==> src/rtl/dres_pkg.sv <==
package dres_pkg;
   typedef enum logic [1:0] {
      PICK_NONE = 2'd0,
      PICK_FREE = 2'd1,
      PICK_WAIT = 2'd2,
      PICK_ESC  = 2'd3
   } pick_e;
endpackage

==> src/rtl/dres_prio.sv <==
module dres_prio #(
   parameter int N  = 4,
   parameter int IW = 2
) (
   input  logic [N-1:0]  vec,
   output logic          found,
   output logic [IW-1:0] idx
);
   always_comb begin
      found = 1'b0;
      idx   = '0;
      for (int i = N - 1; i >= 0; i--) begin
         if (vec[i]) begin
            found = 1'b1;
            idx   = IW'(i);
         end
      end
   end
endmodule

==> src/rtl/dres_step.sv <==
module dres_step #(
   parameter int DR_W   = 3,
   parameter int DR_MAX = 6,
   parameter int DIM_W  = 2,
   parameter int D      = 0
) (
   input  logic [DR_W-1:0]  dr_in,
   input  logic [DIM_W-1:0] prev,
   input  logic [DR_W-1:0]  label,
   output logic [DR_W-1:0]  dr_nxt,
   output logic             may_wait
);
   localparam logic [DIM_W-1:0] MY_DIM = DIM_W'(D);
   localparam logic [DR_W-1:0]  CEIL   = DR_W'(DR_MAX);

   logic reversal;

   always_comb begin
      reversal = (MY_DIM < prev);
      dr_nxt   = (reversal && (dr_in < CEIL)) ? dr_in + DR_W'(1) : dr_in;
      may_wait = (label >= dr_nxt);
   end
endmodule

==> src/rtl/dres_sel.sv <==
module dres_sel #(
   parameter int NUM_DIM = 3,
   parameter int DR_W    = 3,
   parameter int DR_MAX  = 6,
   localparam int DIM_W  = (NUM_DIM > 1) ? $clog2(NUM_DIM) : 1
) (
   input  logic                    clk,
   input  logic                    rst_n,
   input  logic                    req_valid,
   input  logic [DR_W-1:0]         hdr_dr,
   input  logic                    hdr_esc,
   input  logic [DIM_W-1:0]        hdr_prev,
   input  logic [NUM_DIM-1:0]      cand_mask,
   input  logic [NUM_DIM-1:0]      ad_busy,
   input  logic [NUM_DIM*DR_W-1:0] ad_label,
   input  logic [NUM_DIM-1:0]      esc_busy,
   input  logic                    rel_valid,
   input  logic [DIM_W-1:0]        rel_dim,
   output logic                    gnt_valid,
   output logic                    gnt_esc,
   output logic                    gnt_wait,
   output logic [DIM_W-1:0]        gnt_dim,
   output logic [DR_W-1:0]         out_dr,
   output logic                    out_esc,
   output logic [DIM_W-1:0]        out_prev,
   output logic                    lbl_set_en,
   output logic [DIM_W-1:0]        lbl_set_dim,
   output logic [DR_W-1:0]         lbl_set_val,
   output logic                    lbl_clr_en,
   output logic [DIM_W-1:0]        lbl_clr_dim
);
   import dres_pkg::*;

   localparam logic [DR_W-1:0] CEIL = DR_W'(DR_MAX);

   if (NUM_DIM < 2) begin : g_bad_dim
      $error("dres_sel: NUM_DIM must be at least 2");
   end
   if (DR_W < 1 || DR_MAX < 1 || DR_MAX >= (1 << DR_W)) begin : g_bad_dr
      $error("dres_sel: DR_MAX must lie in 1 .. 2**DR_W-1");
   end

   logic [DR_W-1:0]    dr_nxt [NUM_DIM];
   logic [NUM_DIM-1:0] ok_vec;

   for (genvar d = 0; d < NUM_DIM; d++) begin : g_step
      dres_step #(
         .DR_W   (DR_W),
         .DR_MAX (DR_MAX),
         .DIM_W  (DIM_W),
         .D      (d)
      ) u_step (
         .dr_in    (hdr_dr),
         .prev     (hdr_prev),
         .label    (ad_label[d*DR_W +: DR_W]),
         .dr_nxt   (dr_nxt[d]),
         .may_wait (ok_vec[d])
      );
   end

   logic [NUM_DIM-1:0] free_vec, wait_vec;
   logic               free_any, wait_any, cand_any;
   logic [DIM_W-1:0]   free_idx, wait_idx, esc_idx;

   assign free_vec = cand_mask & ~ad_busy;
   assign wait_vec = cand_mask & ad_busy & ok_vec;

   dres_prio #(.N(NUM_DIM), .IW(DIM_W)) u_free (.vec(free_vec),  .found(free_any), .idx(free_idx));
   dres_prio #(.N(NUM_DIM), .IW(DIM_W)) u_wait (.vec(wait_vec),  .found(wait_any), .idx(wait_idx));
   dres_prio #(.N(NUM_DIM), .IW(DIM_W)) u_esc  (.vec(cand_mask), .found(cand_any), .idx(esc_idx));

   pick_e            pick;
   logic [DIM_W-1:0] sel_dim;
   logic [DR_W-1:0]  sel_dr;
   logic             forced;

   always_comb begin
      forced = hdr_esc || (hdr_dr >= CEIL);
      if (!(req_valid && cand_any)) pick = PICK_NONE;
      else if (forced)              pick = PICK_ESC;
      else if (free_any)            pick = PICK_FREE;
      else if (wait_any)            pick = PICK_WAIT;
      else                          pick = PICK_ESC;

      unique case (pick)
         PICK_FREE: sel_dim = free_idx;
         PICK_WAIT: sel_dim = wait_idx;
         default:   sel_dim = esc_idx;
      endcase
      sel_dr = dr_nxt[sel_dim];
   end

   always_ff @(posedge clk) begin
      if (!rst_n) begin
         gnt_valid   <= 1'b0;
         gnt_esc     <= 1'b0;
         gnt_wait    <= 1'b0;
         gnt_dim     <= '0;
         out_dr      <= '0;
         out_esc     <= 1'b0;
         out_prev    <= '0;
         lbl_set_en  <= 1'b0;
         lbl_set_dim <= '0;
         lbl_set_val <= '0;
         lbl_clr_en  <= 1'b0;
         lbl_clr_dim <= '0;
      end else begin
         gnt_valid   <= (pick != PICK_NONE);
         gnt_esc     <= (pick == PICK_ESC);
         gnt_wait    <= (pick == PICK_WAIT) || ((pick == PICK_ESC) && esc_busy[sel_dim]);
         gnt_dim     <= sel_dim;
         out_dr      <= sel_dr;
         out_esc     <= (pick == PICK_ESC);
         out_prev    <= sel_dim;
         lbl_set_en  <= (pick == PICK_FREE);
         lbl_set_dim <= sel_dim;
         lbl_set_val <= sel_dr;
         lbl_clr_en  <= rel_valid;
         lbl_clr_dim <= rel_dim;
      end
   end
endmodule

==> config.mk <==
export PLATFORM = sky130hd
export DESIGN_NAME = dres_sel
export DESIGN_NICKNAME = d
export VERILOG_FILES = /design/src/rtl/dres_pkg.sv /design/src/rtl/dres_prio.sv /design/src/rtl/dres_step.sv /design/src/rtl/dres_sel.sv
export SDC_FILE = /design/constraint.sdc
export NUM_CORES = 1
export LEC_CHECK = 0
export ABC_AREA = 0
export BUFFER_PORTS_ARGS = -buffer_cell sky130_fd_sc_hd__buf_4
export CAP_MARGIN = 20
export CORE_MARGIN = 3
export CORE_UTILIZATION = 30
export DETAILED_ROUTE_END_ITERATION = 8
export GPL_TIMING_DRIVEN = 0
export PLACE_DENSITY = 0.55
export SLEW_MARGIN = 25
export SYNTH_ARGS = -nofsm -noshare
export SYNTH_HDL_FRONTEND = slang
export SYNTH_HIERARCHICAL = 1
export SYNTH_SLANG_ARGS = --single-unit
==> constraint.sdc <==
create_clock -name clk -period 2.6 [get_ports clk]
set_input_delay 0 -clock clk [delete_from_list [all_inputs] [get_ports clk]]
set_output_delay 0 -clock clk [all_outputs]
set_load 0.01 [all_outputs]
* Word-level counts from Yosys, hierarchy flattened *
Index checks and enable logic that the tools add are counted.

cells by class
  add/sub/neg operators = 1
  equality and inequality tests = 3
  magnitude comparators = 10
  bitwise operators = 5
  muxes and demuxes = 31
  reduce and logical (&&, ||, !) cells = 8

operators with widths
  kind                 count
  $mux 2               12
  $mux 3               5
  $mux 1               11
  $and 3x3->3          3
  $ge 3x3->1           3
  $bmux 3 s2           1
  $ge 3x3->1 const B   2
  $logic_and 1x1->1    5
  $eq 2x2->1 const B   2
  $lt 1x2->1 const A   2
  $pmux 2 s2           1
  $add 3x1->3 const B  1
  $lt 2x3->1 const B   1
  $lt 3x3->1 const B   1
  $not 2->3            1
  $not 3->3            1
  $bmux 1 s2           1
  $eq 2x1->1 const B   1
  $logic_or 1x1->1     2
  $lt 2x2->1 const A   1
  $reduce_bool 2->1    1

word-level totals
  bits in registers = 12
  input bits = 30

* Logic depth before layout (Yosys ltp) *
  word-level depth = 18
  gate-level depth with buffers = 17
  mapped depth without buffers = 17

* Modules after synthesis *
The synthesis kept the hierarchy.

modules (own cells, without submodules)
  module                            cells each  instances  sequential area each (µm²)  area an instance (µm²)
  dres_sel                          73          1          240.2                       648.1
  dres_step (g_step[0].u_step ...)  21          2          0.0                         137.6
  dres_step (g_step[1].u_step)      20          1          0.0                         132.6
  dres_prio                         3           3          0.0                         20.0

* Worst setup path before layout *
OpenSTA, ideal clock, no wires.

  path type = in2reg
  from = input port hdr_dr[0]
  to = register gnt_wait
  arrival = 2,735 ps
  cell stages on the path = 14
  slack = -209 ps
  library setup time = 74 ps
  cell sequence = ha_1 -> o21ai_0 -> and2_1 -> ha_1 -> o21ai_1 -> a21oi_1 -> and3_1 -> or3_1 -> nand3b_1 -> nand3_1 -> ha_1 -> mux2i_2 -> or3_1 -> a31oi_1

between the ends
  elaborated cells between the ends (all ways) = 32

RTL lines
  element                                   line                             source
  start: declaration                        dres_sel.sv:10                   input logic [DR_W-1:0] hdr_dr,
  $lt 3x3->1                                dres_step.sv:20                  dr_nxt = (reversal && (dr_in < CEIL)) ? dr_in + DR_W'(1) : dr_in;
  $logic_and 1x1->1                         dres_step.sv:20
  $mux 3 *                                  dres_step.sv:20
  $ge 3x3->1 *                              dres_step.sv:21                  may_wait = (label >= dr_nxt);
  via ok_vec[0]                             dres_sel.sv:44                   logic [NUM_DIM-1:0] ok_vec;
  $and 3x3->3 *                             dres_sel.sv:66                   assign wait_vec = cand_mask & ad_busy & ok_vec;
  via wait_vec[0]                           dres_sel.sv:61                   logic [NUM_DIM-1:0] free_vec, wait_vec;
  $mux 1 *                                  dres_prio.sv:13                  if (vec[i]) begin
  via wait_any                              dres_sel.sv:62                   logic free_any, wait_any, cand_any;
  (+2 left out)                             --
  $mux 2 *                                  dres_sel.sv:80                   else if (forced) pick = PICK_ESC;
  $mux 2 *                                  dres_sel.sv:79                   if (!(req_valid && cand_any)) pick = PICK_NONE;
  $eq 2x2->1 or $eq 2x1->1 (tied branches)  dres_sel.sv:85, dres_sel.sv:110
  $pmux 2 s2                                dres_sel.sv:85                   unique case (pick)
  $bmux 1 s2                                dres_sel.sv:110                  gnt_wait <= (pick == PICK_WAIT) || ((pick == PICK_ESC) && esc_busy[sel_dim]);
  $mux 1 (not written as such)              dres_sel.sv:110
  $logic_and 1x1->1                         dres_sel.sv:110
  $logic_or 1x1->1 *                        dres_sel.sv:110
  end signal: assignment                    dres_sel.sv:110
  end: declaration                          dres_sel.sv:21                   output logic gnt_wait,

The timed path passes the listed nets; every way through them passes the cells marked *. The select of a mux whose other input is x is not followed.
A chain may end at the register's enable or synchronous reset.

* Worst setup path after layout *
  from = input port hdr_dr[1]
  to = register lbl_set_val[1]

between the ends
  elaborated cells between the ends (all ways) = 31

RTL lines
  element                                       line             source
  $lt 3x3->1                                    dres_step.sv:20
  $logic_and 1x1->1                             dres_step.sv:20
  $mux 3 *                                      dres_step.sv:20
  $ge 3x3->1 *                                  dres_step.sv:21
  via ok_vec[0]                                 dres_sel.sv:44
  $and 3x3->3 *                                 dres_sel.sv:66
  via wait_vec[0]                               dres_sel.sv:61
  $mux 1 *                                      dres_prio.sv:13
  via wait_any                                  dres_sel.sv:62
  (+1 left out)                                 --
  $mux 2 *                                      dres_sel.sv:81   else if (free_any) pick = PICK_FREE;
  $mux 2 *                                      dres_sel.sv:80
  $mux 2 *                                      dres_sel.sv:79
  $eq 2x2->1 or $eq 2x1->1 (tied branches)      dres_sel.sv:85
  $pmux 2 s2 *                                  dres_sel.sv:85
  $not 2->3 (not written as such) *             dres_sel.sv:90   sel_dr = dr_nxt[sel_dim];
  $bmux 3 s2 *                                  dres_sel.sv:90
  $mux 3 (not written as such) * (2 in series)  dres_sel.sv:90
  end signal: assignment                        dres_sel.sv:117  lbl_set_val <= sel_dr;
  end: declaration                              dres_sel.sv:28   output logic [DR_W-1:0] lbl_set_val,

Marked as above.

==> results.md <==
* RSZ-0062 raised after global routing: true
* P&R area growth vs syn at 88.23%
* Final non-filler cell total at 274
* Die Y at 67.00 microns
* Detail Route Antenna Nets at 0
* Achievable Freq at 0.3543 GHz
* Final hold viol count at 0
* Worst slew pin tran at 0.4181 ns
* Final hold slack at 0.1324 ns
* N_diodes at 0
* Total GRT Usage at 14.32%
* Die X at 67.00 microns
* Share of cells above drive strength 1 at 53.07%
* Top-area cell type share of the netlist area at 21.52%
* Critical path arrival at 2.94 ns
* Largest net degree at the start of global routing at 14
* Power, Total at 0.7897 mW
* Input/output buffers at 48
* Post-place setup slack at -0.5282 ns
* Top cell type by total area after synthesis: dfxtp_1
* Starting DRT DRC Count at 20
* Reg clk slew, reported paths at 0.05 ns
* Grt ovf at 0
* Initial Util at 32.18%
* Status: finished, violations left
* Crit-path slowest cell: or3_4
* CTS tree: yes
* Cell mode on critical path: ha_4
* Final Util at 60.57%
* Max stage delay on crit path at 0.38 ns
* Hold crit path type: input port to register
* Slew Viols, Final at 0
* CP required at 2.72 ns
* Number of synthesized register bits at 12
* P per Cell Area at 375.9 nW/um^2
* Synth Flop Type: dfxtp_1
* Placed cell areas at 1623 sq um
* Initial antenna violation count at 0
* Delay-heaviest family, CP: simple AND/OR/NAND/NOR gates
* Avg Cell Area, Syn at 7.750 sq um
* Post-synth EDFFs at 0
* Crit Path Max Fanout at 7
* Synth area leaders: dfxtp_1 22%, ha_1 18%, mux2i_1 6.3%
* Routability congestion estimate at 0.8122
* Crit Path Class: input port to register
* Top post-synthesis cells by count: 16 x ha_1, 14 x inv_1, 14 x nand2_1, 12 x dfxtp_1, 10 x nor2_1
* H-tree Lvls at 1
* Crit-path cells: buf_12, ha_4, o21ai_2, mux2i_2, ha_1, nor2_1, a21oi_1, and3_1, or3_4, nand3b_1, nand3_4, ha_4, a22o_1, mux2i_4, mux2i_1, o22ai_1
* Failing checks: setup timing
* Final worst-path cycle share at 108.6%
* CTS Sinks at 12
* DRT Wirelength at 3.324 mm
* Core ar. at 3468 sq um
* Mapped Area at 1116 sq um
* Bufs and invs on worst path at 1
* First-pass GRT wire length at 4.947 mm
* Worst setup SP type: input port
* TritonCTS buffer count at 3
* CTS Root Cell: clkbuf_8
* Ys Warns at 6
* Number of global-route vias before repair at 1152
* DIE AREA at 4488 sq um
* Post-synthesis sequential area ratio at 21.52%
* Cell area after layout at 2101 sq um
* Detail Placement HPWL at 2.346 mm
* Async SR Flop Fraction at 0%
* Num rows at 21
* Final #Nets at 275
* Max_slew headroom at 72.07%
* CTS Buffer Depth at 2
* VDD IR max at 0.0001592 V
* Via count at 1255
* Wire per inst at 12.13 microns
* Syn_nets at 190
* Via-per-instance ratio at 4.580
* Final WS setup at -0.2226 ns
* Final setup viols at 4
* Drt drc at 0
* TNS Setup at -0.7178 ns
* TritonRoute pass-1 iters at 4
* IO Count at 50
* CP endpoint kind: register
* Leak at 1.055 nW
* Distinct cells, synth at 30
* Final min period at 2.823 ns
* Placed Instances at 238
* Max_cap viols at 0
* Cell with the most instances after synthesis: ha_1
* Cells after Synth at 144
## kinds of logic (layout without fill, tap and decap cells)
kind of cell               after synthesis  in the layout  share of synthesized area [%]
buffers and inverters                   23            107                          10.43
and+or+nand+nor                         58             58                          27.47
xor gates and xnor gates                 3              3                          2.355
muxes                                    8              8                          7.511
adders and majority gates               16             16                          17.94
AOI/OAI and AO/OA                       24             24                          12.78
DFF                                     12             12                          21.52
## registers in the layout, summed over array words and instances, names as in the netlist
name,count
gnt_valid,1
gnt_wait,1
lbl_clr_en,1
out_esc,1
lbl_set_en,1
lbl_set_val,3
lbl_set_dim,2
lbl_clr_dim,2
## tightest hold or removal path, cell delays in order
cell and delay [ns]:
buf_4 0.11, nand2_1 0.04, or3_1 0.09, a31oi_1 0.08
## path summary, 6_finish.rpt
kind                    start  cells past startpoint                         to  slack (ns)
setup / recovery    hdr_dr[1]                     16  lbl_set_val[1]$_SDFF_PN0_       -0.22
hold / removal    esc_busy[2]                      4        gnt_wait$_SDFF_PN0_        0.13
## cell type report
class                   count  area (sq um)
multi-input cells         109         953.4
plain buffers               9         63.81
flip-flops and latches     12         240.2
clock buffers               4         55.05
repair buffers             80         678.2
fillers                   292          1368
well taps                  46         57.56
inverters                  14         52.55
## layout by cell type (no fill, tap or decap), types with 6 or more instances in the layout
cell,instances
inv_1,13
and2_1,8
dfxtp_1,12
ha_4,6
buf_4,79
nor2b_1,6
ha_1,10
nand2_1,12
nor2_1,8
## power by group
part | switching (mW) | total, mW | leakage, nW | internal [mW]
clock | 0.0638 | 0.197 | 0.0288 | 0.133
sequential | 0.00828 | 0.210 | 0.0993 | 0.201
combinational | 0.161 | 0.383 | 0.926 | 0.222
## metal layers
layer	track usage (%)	wire (microns)	vias up
met5	0	0	-
met4	4.810	30	0
met3	1.855	217	4
met2	27.23	1671	45
met1	16.08	1405	560
li1	-	-	646
## timing repair
action,CTS,global route
hold buffers,3,0
gates resized for setup,24,9
gates cloned,1,0
pin swaps,20,16
buffers inserted,25,3
endpoints found under the setup margin,4,6
endpoints found under the hold margin,3,0
No activity file was read; power rests on OpenSTA's default activity.
